===== config.mk =====
export PLATFORM = sky130hd
export DESIGN_NAME = spi_mem_cmd_engine
export DESIGN_NICKNAME = d
export VERILOG_FILES = /design/src/rtl/spimc_pkg.sv /design/src/rtl/spimc_sync.sv /design/src/rtl/spimc_rx.sv /design/src/rtl/spimc_tx.sv /design/src/rtl/spi_mem_cmd_engine.sv
export SDC_FILE = /design/constraint.sdc
export NUM_CORES = 1
export LEC_CHECK = 0
export ABC_AREA = 1
export BUFFER_PORTS_ARGS = -buffer_cell sky130_fd_sc_hd__buf_2
export CORE_MARGIN = 2
export CORE_UTILIZATION = 62
export DETAILED_ROUTE_END_ITERATION = 7
export HOLD_SLACK_MARGIN = 0.1
export PLACE_DENSITY = 0.86
export SLEW_MARGIN = 10
export SYNTH_ARGS = -nofsm -noshare
export SYNTH_HDL_FRONTEND = slang
export SYNTH_HIERARCHICAL = 1
export SYNTH_SLANG_ARGS = --single-unit

===== constraint.sdc =====
create_clock -name clk -period 5.5 [get_ports clk]
set_input_delay 0 -clock clk [delete_from_list [all_inputs] [get_ports clk]]
set_output_delay 0 -clock clk [all_outputs]
set_load 0.02 [all_outputs]

===== src/rtl/spimc_pkg.sv =====
// Shared constants and types for the SPI memory command engine.
// Assumes byte-wide serial transfers and fixed one-byte command codes.
package spimc_pkg;

    localparam int BYTE_W = 8;

    localparam logic [7:0] OP_LATCH_SET = 8'h06;
    localparam logic [7:0] OP_LATCH_CLR = 8'h04;
    localparam logic [7:0] OP_STAT_RD   = 8'h05;
    localparam logic [7:0] OP_STAT_WR   = 8'h01;
    localparam logic [7:0] OP_ARR_RD    = 8'h03;
    localparam logic [7:0] OP_ARR_FRD   = 8'h0B;
    localparam logic [7:0] OP_ARR_WR    = 8'h02;
    localparam logic [7:0] OP_SLEEP     = 8'hB9;
    localparam logic [7:0] OP_IDENT     = 8'h9F;

    typedef enum logic [3:0] {
        PH_IDLE,
        PH_OPC,
        PH_ADDR,
        PH_DUMMY,
        PH_RDATA,
        PH_WDATA,
        PH_SRD,
        PH_SWR,
        PH_IDENT,
        PH_DONE
    } phase_e;

    typedef enum logic [1:0] {
        AC_READ,
        AC_FAST,
        AC_WRITE
    } acc_e;

endpackage


===== src/rtl/spimc_sync.sv =====
// Two-flop synchroniser plus a delayed copy for edge detection, one lane per bit.
// Assumes inputs are asynchronous to clk; RST_VAL is the idle level of each lane.
module spimc_sync #(
    parameter int          W       = 3,
    parameter logic [W-1:0] RST_VAL = '0
) (
    input  logic         clk,
    input  logic         rst_n,
    input  logic [W-1:0] din,
    output logic [W-1:0] lvl,
    output logic [W-1:0] prv
);

    for (genvar i = 0; i < W; i++) begin : g_lane
        logic s1, s2, s3;
        // Metastability filter followed by one delay stage for edge detection.
        always_ff @(posedge clk) begin
            if (!rst_n) begin
                s1 <= RST_VAL[i];
                s2 <= RST_VAL[i];
                s3 <= RST_VAL[i];
            end else begin
                s1 <= din[i];
                s2 <= s1;
                s3 <= s2;
            end
        end
        assign lvl[i] = s2;
        assign prv[i] = s3;
    end

endmodule


===== src/rtl/spimc_rx.sv =====
// Serial receive shifter: counts bits of the current byte and assembles it MSB first.
// Assumes rise pulses come from the synchronised serial clock; clr holds it idle.
module spimc_rx import spimc_pkg::*; (
    input  logic              clk,
    input  logic              rst_n,
    input  logic              clr,
    input  logic              rise,
    input  logic              din,
    output logic [2:0]        bit_cnt,
    output logic              byte_done,
    output logic [BYTE_W-1:0] rx_byte
);

    logic [BYTE_W-2:0] sh_q;

    // Shift one bit per rising edge; the counter wraps every byte.
    always_ff @(posedge clk) begin
        if (!rst_n || clr) begin
            sh_q    <= '0;
            bit_cnt <= '0;
        end else if (rise) begin
            sh_q    <= {sh_q[BYTE_W-3:0], din};
            bit_cnt <= bit_cnt + 3'd1;
        end
    end

    assign byte_done = rise && (bit_cnt == 3'd7);
    assign rx_byte   = {sh_q, din};

endmodule


===== src/rtl/spimc_tx.sv =====
// Serial transmit shifter: on the first falling edge of a byte it loads the source
// byte and drives its MSB, then one further bit per falling edge.
// Assumes src is valid by the first falling edge of each transmitted byte.
module spimc_tx import spimc_pkg::*; (
    input  logic              clk,
    input  logic              rst_n,
    input  logic              sel,
    input  logic              fall,
    input  logic              tx_en,
    input  logic [2:0]        bit_cnt,
    input  logic [BYTE_W-1:0] src,
    output logic              miso,
    output logic              oe
);

    logic [BYTE_W-1:0] sh_q;

    // Output bit and drive enable; deselect drops the enable.
    always_ff @(posedge clk) begin
        if (!rst_n) begin
            sh_q <= '0;
            miso <= 1'b0;
            oe   <= 1'b0;
        end else if (!sel) begin
            oe   <= 1'b0;
        end else if (fall && tx_en) begin
            oe <= 1'b1;
            if (bit_cnt == 3'd0) begin
                miso <= src[BYTE_W-1];
                sh_q <= {src[BYTE_W-2:0], 1'b0};
            end else begin
                miso <= sh_q[BYTE_W-1];
                sh_q <= {sh_q[BYTE_W-2:0], 1'b0};
            end
        end
    end

endmodule


===== src/rtl/spi_mem_cmd_engine.sv =====
// SPI slave command engine for a byte-organised memory array.
// Decodes one command per chip-select window, sequences address, data, status and
// identification bytes, and issues array and status strobes.
// Assumes clk >= 4x serial clock with each serial phase >= 2 clk cycles, and an
// array port whose read data is valid the cycle after mem_rd.
module spi_mem_cmd_engine import spimc_pkg::*; #(
    parameter int          ADDR_W    = 18,
    parameter int          ID_CONT_N = 6,
    parameter logic [7:0]  ID_CONT   = 8'h7F,
    parameter logic [7:0]  ID_MFR    = 8'hC2,
    parameter logic [7:0]  ID_DEV0   = 8'h25,
    parameter logic [7:0]  ID_DEV1   = 8'h00
) (
    input  logic              clk,
    input  logic              rst_n,
    input  logic              spi_cs_n,
    input  logic              spi_sck,
    input  logic              spi_mosi,
    output logic              spi_miso,
    output logic              spi_miso_oe,
    output logic [ADDR_W-1:0] mem_addr,
    output logic              mem_rd,
    input  logic [7:0]        mem_rdata,
    output logic              mem_we,
    output logic [7:0]        mem_wdata,
    input  logic              mem_wr_allow,
    input  logic [7:0]        stat_rdata,
    output logic              stat_we,
    output logic [7:0]        stat_wdata,
    input  logic              stat_wr_allow,
    output logic              wel_set,
    output logic              wel_clr,
    output logic              sleep_req
);

    localparam int ADDR_BYTES = (ADDR_W + BYTE_W - 1) / BYTE_W;
    localparam int ASH_W      = ADDR_BYTES * BYTE_W;
    localparam int ABW        = $clog2(ADDR_BYTES + 1);
    localparam int ID_LEN     = ID_CONT_N + 3;
    localparam int IDX_W      = $clog2(ID_LEN + 1);

    // Synchronised pins: lane 0 chip select, lane 1 clock, lane 2 data.
    logic [2:0] pin_lvl, pin_prv;
    spimc_sync #(.W(3), .RST_VAL(3'b001)) u_sync (
        .clk   (clk),
        .rst_n (rst_n),
        .din   ({spi_mosi, spi_sck, spi_cs_n}),
        .lvl   (pin_lvl),
        .prv   (pin_prv)
    );

    logic sel, cs_fall_ev, cs_rise_ev, sck_rise, sck_fall;
    assign sel        = !pin_lvl[0];
    assign cs_fall_ev = !pin_lvl[0] && pin_prv[0];
    assign cs_rise_ev = pin_lvl[0] && !pin_prv[0];
    assign sck_rise   = sel && pin_lvl[1] && !pin_prv[1];
    assign sck_fall   = sel && !pin_lvl[1] && pin_prv[1];

    logic [2:0]        bit_cnt;
    logic              byte_done;
    logic [BYTE_W-1:0] rx_byte;
    spimc_rx u_rx (
        .clk       (clk),
        .rst_n     (rst_n),
        .clr       (!sel),
        .rise      (sck_rise),
        .din       (pin_lvl[2]),
        .bit_cnt   (bit_cnt),
        .byte_done (byte_done),
        .rx_byte   (rx_byte)
    );

    phase_e           phase_q;
    acc_e             acc_q;
    logic [ASH_W-1:0] addr_q;
    logic [ABW-1:0]   abyte_q;
    logic [IDX_W-1:0] idx_q;
    logic [7:0]       wdata_q;
    logic             rd_pend, we_pend, sw_pend;
    logic             set_q, clr_q, slp_q, sleep_arm, wrote_q;
    logic             commit;
    logic [ASH_W-1:0] addr_inc;
    logic [7:0]       id_byte, tx_src;
    logic             tx_en;

    // Next sequential address, wrapping inside the used address width.
    always_comb begin
        addr_inc = '0;
        addr_inc[ADDR_W-1:0] = addr_q[ADDR_W-1:0] + {{(ADDR_W-1){1'b0}}, 1'b1};
    end

    // Identification byte for the current byte index.
    always_comb begin
        if (int'(idx_q) < ID_CONT_N)       id_byte = ID_CONT;
        else if (int'(idx_q) == ID_CONT_N) id_byte = ID_MFR;
        else if (int'(idx_q) == ID_CONT_N + 1) id_byte = ID_DEV0;
        else if (int'(idx_q) == ID_CONT_N + 2) id_byte = ID_DEV1;
        else                               id_byte = 8'h00;
    end

    // Source byte and drive permission for the transmit shifter.
    always_comb begin
        tx_en  = 1'b0;
        tx_src = 8'h00;
        case (phase_q)
            PH_RDATA: begin tx_en = 1'b1; tx_src = mem_rdata;  end
            PH_SRD:   begin tx_en = 1'b1; tx_src = stat_rdata; end
            PH_IDENT: begin tx_en = 1'b1; tx_src = id_byte;    end
            default:  ;
        endcase
    end

    assign commit = (we_pend && mem_wr_allow) || (sw_pend && stat_wr_allow);

    // Command sequencer: phase, address counter, strobes and per-window flags.
    always_ff @(posedge clk) begin
        if (!rst_n) begin
            phase_q   <= PH_IDLE;
            acc_q     <= AC_READ;
            addr_q    <= '0;
            abyte_q   <= '0;
            idx_q     <= '0;
            wdata_q   <= '0;
            rd_pend   <= 1'b0;
            we_pend   <= 1'b0;
            sw_pend   <= 1'b0;
            set_q     <= 1'b0;
            clr_q     <= 1'b0;
            slp_q     <= 1'b0;
            sleep_arm <= 1'b0;
            wrote_q   <= 1'b0;
        end else begin
            rd_pend <= 1'b0;
            we_pend <= 1'b0;
            sw_pend <= 1'b0;
            set_q   <= 1'b0;
            clr_q   <= 1'b0;
            slp_q   <= 1'b0;
            if (we_pend) addr_q <= addr_inc;
            if (commit)  wrote_q <= 1'b1;
            if (cs_rise_ev) begin
                slp_q <= sleep_arm;
                clr_q <= wrote_q;
            end
            if (!sel) begin
                phase_q   <= PH_IDLE;
                sleep_arm <= 1'b0;
                wrote_q   <= 1'b0;
            end else if (cs_fall_ev) begin
                phase_q <= PH_OPC;
            end else if (byte_done) begin
                case (phase_q)
                    PH_OPC: begin
                        case (rx_byte)
                            OP_LATCH_SET: begin set_q <= 1'b1; phase_q <= PH_DONE; end
                            OP_LATCH_CLR: begin clr_q <= 1'b1; phase_q <= PH_DONE; end
                            OP_STAT_RD:   phase_q <= PH_SRD;
                            OP_STAT_WR:   phase_q <= PH_SWR;
                            OP_ARR_RD:    begin acc_q <= AC_READ;  abyte_q <= '0; phase_q <= PH_ADDR; end
                            OP_ARR_FRD:   begin acc_q <= AC_FAST;  abyte_q <= '0; phase_q <= PH_ADDR; end
                            OP_ARR_WR:    begin acc_q <= AC_WRITE; abyte_q <= '0; phase_q <= PH_ADDR; end
                            OP_SLEEP:     begin sleep_arm <= 1'b1; phase_q <= PH_DONE; end
                            OP_IDENT:     begin idx_q <= '0; phase_q <= PH_IDENT; end
                            default:      phase_q <= PH_DONE;
                        endcase
                    end
                    PH_ADDR: begin
                        addr_q  <= {addr_q[ASH_W-BYTE_W-1:0], rx_byte};
                        abyte_q <= abyte_q + 1'b1;
                        if (abyte_q == ABW'(ADDR_BYTES - 1)) begin
                            case (acc_q)
                                AC_FAST:  phase_q <= PH_DUMMY;
                                AC_WRITE: phase_q <= PH_WDATA;
                                default:  begin phase_q <= PH_RDATA; rd_pend <= 1'b1; end
                            endcase
                        end
                    end
                    PH_DUMMY: begin
                        phase_q <= PH_RDATA;
                        rd_pend <= 1'b1;
                    end
                    PH_RDATA: begin
                        addr_q  <= addr_inc;
                        rd_pend <= 1'b1;
                    end
                    PH_WDATA: begin
                        wdata_q <= rx_byte;
                        we_pend <= 1'b1;
                    end
                    PH_SWR: begin
                        wdata_q <= rx_byte;
                        sw_pend <= 1'b1;
                        phase_q <= PH_DONE;
                    end
                    PH_IDENT: begin
                        if (int'(idx_q) != ID_LEN) idx_q <= idx_q + 1'b1;
                    end
                    default: ;
                endcase
            end
        end
    end

    spimc_tx u_tx (
        .clk     (clk),
        .rst_n   (rst_n),
        .sel     (sel),
        .fall    (sck_fall),
        .tx_en   (tx_en),
        .bit_cnt (bit_cnt),
        .src     (tx_src),
        .miso    (spi_miso),
        .oe      (spi_miso_oe)
    );

    assign mem_addr   = addr_q[ADDR_W-1:0];
    assign mem_rd     = rd_pend;
    assign mem_we     = we_pend && mem_wr_allow;
    assign mem_wdata  = wdata_q;
    assign stat_we    = sw_pend && stat_wr_allow;
    assign stat_wdata = wdata_q;
    assign wel_set    = set_q;
    assign wel_clr    = clr_q;
    assign sleep_req  = slp_q;

endmodule


==> results of run 1 <==
per-layer routing:
| layer | vias up | global-route usage | share of wire |
|---|---|---|---|
| met1 | 1977 | 0.3892 | 0.45 |
| li1 | 2178 | - | - |
| met3 | 20 | 0.06503 | 0.074 |
| met2 | 187 | 0.4773 | 0.46 |
| met5 | - | 0 | 0 |
| met4 | 0 | 0.09930 | 0.016 |
registers in the layout (all words and copies together) (netlist names), 3 cells and up:
register          cells
addr_q               18
idx_q                 4
mem_wdata             8
phase_q               4
u_rx/bit_cnt          3
u_rx/sh_q             7
u_sync/g_lane.s1      3
u_sync/g_lane.s2      3
u_tx/sh_q             7
repair_timing:
item | CTS | global route
hold endpoints to repair | 11 | 0
buffers inserted | 0 | 0
hold buffers | 16 | 0
power by group through the flow:
stage          logic [W]  clock network, W  registers [W]
2_1_floorplan  0.0000181                 0       0.000545
3_3_place_gp   0.0000255                 0       0.000546
3_5_place_dp   0.0000260                 0       0.000546
4_1_cts        0.0000322          0.000422       0.000534
5_1_grt        0.0000362          0.000445       0.000534
6_report       0.0000328          0.000419       0.000534
area by class of cell:
cell class              count  area (um2)  area share
clock buffers              13       148.9     0.03009
well taps                  96       120.1     0.02427
flip-flops and latches     73        1461      0.2953
clock inverters             3       40.04    0.008091
repair buffers             80       480.5     0.09709
multi-input cells         443        2315      0.4678
inverters                 100       382.9     0.07737
tightest hold or removal path: stages:
cell and delay [ns]:
buf_2 0.08, nand2_1 0.05, nand3_1 0.08, nand3_1 0.07
nand3_1 0.08, nand2_1 0.05, inv_1 0.05
how the worst max path moves through the flow:
stage,end,slack [ns],cells past startpoint
6_report,mem_rd,2.29,11
4_1_cts,we_pend,2.35,11
2_1_floorplan,mem_wdata[5],3.38,15
3_3_place_gp,we_pend,2.55,11
3_5_place_dp,mem_rd,2.42,11
5_1_grt,mem_rd,2.01,11
through the flow:
| stage | total power [W] | worst slack (ns) | std cells | utilization | area [um2] |
|---|---|---|---|---|---|
| finish | 0.0009861 | 2.291 | 808 | 0.7284 | 4949 |
| global route | 0.001015 | 2.009 | 808 | 0.7284 | 4949 |
| CTS | 0.0009884 | 2.354 | 808 | 0.7284 | 4949 |
| detailed placement | 0.0005723 | 2.416 | 776 | 0.6770 | 4599 |
| global placement | 0.0005715 | 2.550 | 776 | 0.6770 | 4599 |
| floorplan | 0.0005627 | 3.380 | 643 | - | 4352 |
layout by cell type, fill, tap and decap left out, types with 3 or more instances in the layout:
cell and instances:
dlygate4sd3_1 16, o21ai_1 17, a21oi_1 47, ha_1 9
dfxtp_1 73, nor3_1 10, o21ai_0 38, nand3_1 40
o211ai_1 4, nor2_2 3, nor2_1 42, nand2_1 166
buf_2 64, inv_2 9, nand2_4 3, a22oi_1 3
a21oi_2 4, nand4_1 7, nor2_4 5, clkbuf_8 10
nand3_2 3, inv_1 88, xor2_1 13, clkbuf_1 3
==> run metrics, run 1 <==
status finished, final reports clean; CTS sink count 73; Final nets 739; worst-skew pair later-pin latency 0.36 ns; Pint 0.0007670 W; routed vias 4362; Final Hold Vio Count 0; DR pass1 iterations 5; cell breakdown of the critical path inv_1, nand2_1, nor2_1, nand2_1, inv_1, inv_2, nor2_8, inv_2, nor2_1, inv_1, a31oi_1; Synth Warn # 6; worst-path fanout max 12; # diodes 0; hold depth 7; DP HPWL 7676 um; GPL Wtd Cong 0.9232; Area Overhead vs Synth 13.71%; final setup fails 0; minimum clock period 3.209 ns; DR vias/cell 5.399; hold worst-path end u_tx/miso; Worst Skew 0.01037 ns; grt ovf 0; Post-Synthesis Net Count 675; final WL 11090 um; leakage power 2.273 nW; clk root buf clkbuf_8; flop-to-flop setup slack 2.29 ns; R2R depth 11; FMAX 0.3116 GHz; Post-Synthesis Cells 643; worst hold margin 0.1207 ns; combinational cell fraction of total power 0.033; worst-margin pin slew 0.8425 ns; r2r endpoint mem_rd; Top delay family on crit path simple AND/OR/NAND/NOR gates; worst path bufs/invs 5; drt first-iter violations 342; Rel. slew slack 0.4363; Clock power frac 0.425; Reg-to-Reg Start u_sync/g_lane[0].s2; initial antenna violation count 0; CTS Buf Count 9; syn avg cell area 6.768 um2; Switching Fraction 0.2221; Crit. Startpoint u_sync/g_lane[0].s2; min-delay worst type in -> reg; core area 6794 um2; critical path endpoint category flip-flop; Seq pwr share 0.542; Psw 0.0002190 W; max incr delay on CP 0.64 ns; IO Count 65; fraction of layout cells with a size suffix above 1 0.1643; height of the die 87.78 um; CP required 5.77 ns; DIE WIDTH 87.78 um; setup TNS 0 ns; Reg clk slew, reported paths 0.08 ns; CTS tree built; Max-Cap Viols 0; filler cell count in the final layout 543; Max VDD drop 169.9 uV; Critical Path Source Type flip-flop; vias in the first global route 3809; PD cells 199.3 nW/um2; period utilisation layout 0.5835; min-delay src stat_rdata[7]; clock tree buffer depth 2; DR WL/cell 13.72 um; pin count of the biggest net entering global routing 29; DRT antenna net count 0; GRT Overall Usage 0.2943; Die ar. 7705 um2; synthesized area 4352 um2; RSZ-0062 raised after global routing false; htree depth 3; Remaining DRCs 0; cts repair resizes 0; # rows 30; Worst EP arrival 3.48 ns; global-route wire length before repair 17720 um; critical path class reg -> reg; Port Buffer Count 64; Initial Util 0.6405; crit-path most repeated cell inv_1; final max-slew violation count 0; critical path's slowest cell nor2_1
No activity file was read; power rests on OpenSTA's default activity.
==> run 2: changes to the inputs <==
--- a/config.mk
+++ b/config.mk
@@ -5,13 +5,13 @@
 export SDC_FILE = /design/constraint.sdc
 export NUM_CORES = 1
 export LEC_CHECK = 0
-export ABC_AREA = 1
+export ABC_AREA = 0
 export BUFFER_PORTS_ARGS = -buffer_cell sky130_fd_sc_hd__buf_2
 export CORE_MARGIN = 2
-export CORE_UTILIZATION = 62
+export CORE_UTILIZATION = 57
 export DETAILED_ROUTE_END_ITERATION = 7
 export HOLD_SLACK_MARGIN = 0.1
-export PLACE_DENSITY = 0.86
+export PLACE_DENSITY = 0.8
 export SLEW_MARGIN = 10
 export SYNTH_ARGS = -nofsm -noshare
 export SYNTH_HDL_FRONTEND = slang
==> constraint.sdc (replaced) <==
create_clock -name clk -period 3 [get_ports clk]
set_input_delay 0 -clock clk [delete_from_list [all_inputs] [get_ports clk]]
set_output_delay 0 -clock clk [all_outputs]
set_load 0.02 [all_outputs]
==> run 2 against run 1 <==
Compared with the run above:
- core utilization decreased by 4.2 points
- flip-flop and latch count unchanged
- sequential power grew 83%
- final cell count decreased by 22%
==> run metrics, run 2 <==
Reg clk slew, reported paths 0.09 ns (was 0.08 ns); cts repair resizes 0 (unchanged); critical path's slowest cell dfxtp_1 (was nor2_1); vias in the first global route 3610 (was 3809); r2r endpoint u_tx/sh_q[6] (was mem_rd); final WL 10870 um (was 11090 um); Max-Cap Viols 0 (unchanged); RSZ-0062 raised after global routing false (unchanged); DR WL/cell 17.18 um (was 13.72 um); Worst Skew 0.01192 ns (was 0.01037 ns); worst-margin pin slew 0.5450 ns (was 0.8425 ns); worst-path fanout max 10 (was 12); Final nets 564 (was 739); Area Overhead vs Synth 16.71% (was 13.71%); Rel. slew slack 0.6362 (was 0.4363); clk root buf clkbuf_8 (unchanged); # rows 30 (unchanged); clock tree buffer depth 2 (unchanged); hold worst-path end u_sync/g_lane[0].s1 (was u_tx/miso); worst-skew pair later-pin latency 0.37 ns (was 0.36 ns); synthesized area 3998 um2 (was 4352 um2); number of flip-flops in the largest register 18 (unchanged); CP required 3.30 ns (was 5.77 ns); Top delay family on crit path simple AND/OR/NAND/NOR gates (unchanged); Max VDD drop 242.6 uV (was 169.9 uV); Reg-to-Reg Start phase_q[3] (was u_sync/g_lane[0].s2); commonest cells after routing, fill and taps aside 73 x dfxtp_1, 64 x buf_2, 47 x nand2_1 (was 166 x nand2_1, 88 x inv_1, 73 x dfxtp_1); PD cells 384.6 nW/um2 (was 199.3 nW/um2); DIE WIDTH 87.75 um (was 87.78 um); CTS tree built (unchanged); global-route wire length before repair 17890 um (was 17720 um); Final Hold Vio Count 0 (unchanged); max incr delay on CP 0.56 ns (was 0.64 ns); total power 0.001794 W (was 0.0009861 W); cell breakdown of the critical path or4b_4, or2_2, a31oi_1, a221o_1, dlygate4sd3_1, nand2_1, a31oi_1 (was inv_1, nand2_1, nor2_1, nand2_1, inv_1, inv_2, nor2_8, inv_2, nor2_1, inv_1, a31oi_1); pin count of the biggest net entering global routing 48 (was 29); final setup fails 0 (unchanged); # diodes 0 (unchanged); worst path bufs/invs 1 (was 5); flop-to-flop setup slack 0.14 ns (was 2.29 ns); R2R depth 7 (was 11); GPL Wtd Cong 0.9583 (was 0.9232); DR pass1 iterations 5 (unchanged); Post-Synthesis Cells 471 (was 643); hold depth 3 (was 7); Port Buffer Count 64 (unchanged); drt first-iter violations 352 (was 342); Critical Path Source Type flip-flop (unchanged); routed vias 3890 (was 4362); Worst EP arrival 3.16 ns (was 3.48 ns); FMAX 0.3497 GHz (was 0.3116 GHz); largest reg by FF count addr_q (unchanged); min-delay worst type in -> reg (unchanged); CTS sink count 73 (unchanged); initial antenna violation count 0 (unchanged); height of the die 87.75 um (was 87.78 um); final max-slew violation count 0 (unchanged); critical path class reg -> reg (unchanged); commonest non-fill, non-tap cell in the layout dfxtp_1 (was nand2_1); Die ar. 7699 um2 (was 7705 um2); crit-path most repeated cell a31oi_1 (was inv_1); minimum clock period 2.859 ns (was 3.209 ns); GRT Overall Usage 0.2958 (was 0.2943); CTS Buf Count 9 (unchanged); htree depth 3 (unchanged); period utilisation layout 0.9532 (was 0.5835); IO Count 65 (unchanged); setup TNS 0 ns (unchanged); fraction of layout cells with a size suffix above 1 0.1899 (was 0.1643); Initial Util 0.5884 (was 0.6405); grt ovf 0 (unchanged); DR vias/cell 6.145 (was 5.399); Remaining DRCs 0 (unchanged); DRT antenna net count 0 (unchanged); min-delay src rst_n (was stat_rdata[7]); syn avg cell area 8.487 um2 (was 6.768 um2); worst hold margin 0.1600 ns (was 0.1207 ns); core area 6794 um2 (unchanged); status finished, final reports clean (unchanged); Synth Warn # 6 (unchanged); DP HPWL 6986 um (was 7676 um); critical path endpoint category flip-flop (unchanged); Post-Synthesis Net Count 503 (was 675); leakage power 1.741 nW (was 2.273 nW)
[run 2: per-layer routing]
layer,GRT usage,vias to the layer above,part of all wire
met5,0,-,0
met4,0.1413,0,0.029
met3,0.04713,26,0.077
met2,0.4656,201,0.47
met1,0.3969,1843,0.42
li1,-,1820,-
[run 2: final cells by class]
| cell class | instances | area, um2 |
|---|---|---|
| clock buffers | 9 | 123.9 |
| clock inverters | 7 | 61.31 |
| fillers | 546 | 2128 |
| inverters | 12 | 45.04 |
| multi-input cells | 343 | 2263 |
| flip-flops and latches | 73 | 1461 |
| well taps | 96 | 120.1 |
| repair buffers | 93 | 590.6 |
[run 2: worst max path at each step]
stage / depth (start not counted) / start / to
2_1_floorplan: 10 / u_sync/g_lane[0].s2 / idx_q[3]
3_3_place_gp: 8 / u_rx/bit_cnt[0] / idx_q[3]
3_5_place_dp: 8 / u_rx/bit_cnt[0] / idx_q[3]
4_1_cts: 7 / phase_q[3] / u_tx/sh_q[6]
5_1_grt: 7 / phase_q[3] / u_tx/sh_q[6]
6_report: 7 / phase_q[3] / u_tx/sh_q[6]
[run 2: stage by stage]
| stage | std cells | worst slack (ns) | cell area, um2 | util |
|---|---|---|---|---|
| after floorplan | 471 | 0.1747 | 3998 | - |
| after global placement | 596 | 0.5454 | 4270 | 0.6285 |
| after detailed placement | 596 | 0.4878 | 4270 | 0.6285 |
| after CTS | 633 | 0.3074 | 4666 | 0.6867 |
| after global routing | 633 | 0.02975 | 4666 | 0.6867 |
| final | 633 | 0.1405 | 4666 | 0.6867 |
[run 2: what timing repair did]
item,4_1_cts,5_1_grt
buffers inserted,0,0
hold endpoints to repair,12,0
hold buffers,21,0
[run 2: worst register-to-register path, stage by stage, from the launching register on]
cell and delay [ns]:
dfxtp_1 0.56, or4b_4 0.55, or2_2 0.34, a31oi_1 0.35, a221o_1 0.20, dlygate4sd3_1 0.56, nand2_1 0.05, a31oi_1 0.18
[run 2: power by group]
part           leakage, nW  internal [W]  switching [W]
Sequential           0.589      0.000973     0.00000511
Clock               0.0888      0.000316       0.000436
Combinational         1.06     0.0000329      0.0000322
Total                 1.74       0.00132       0.000473
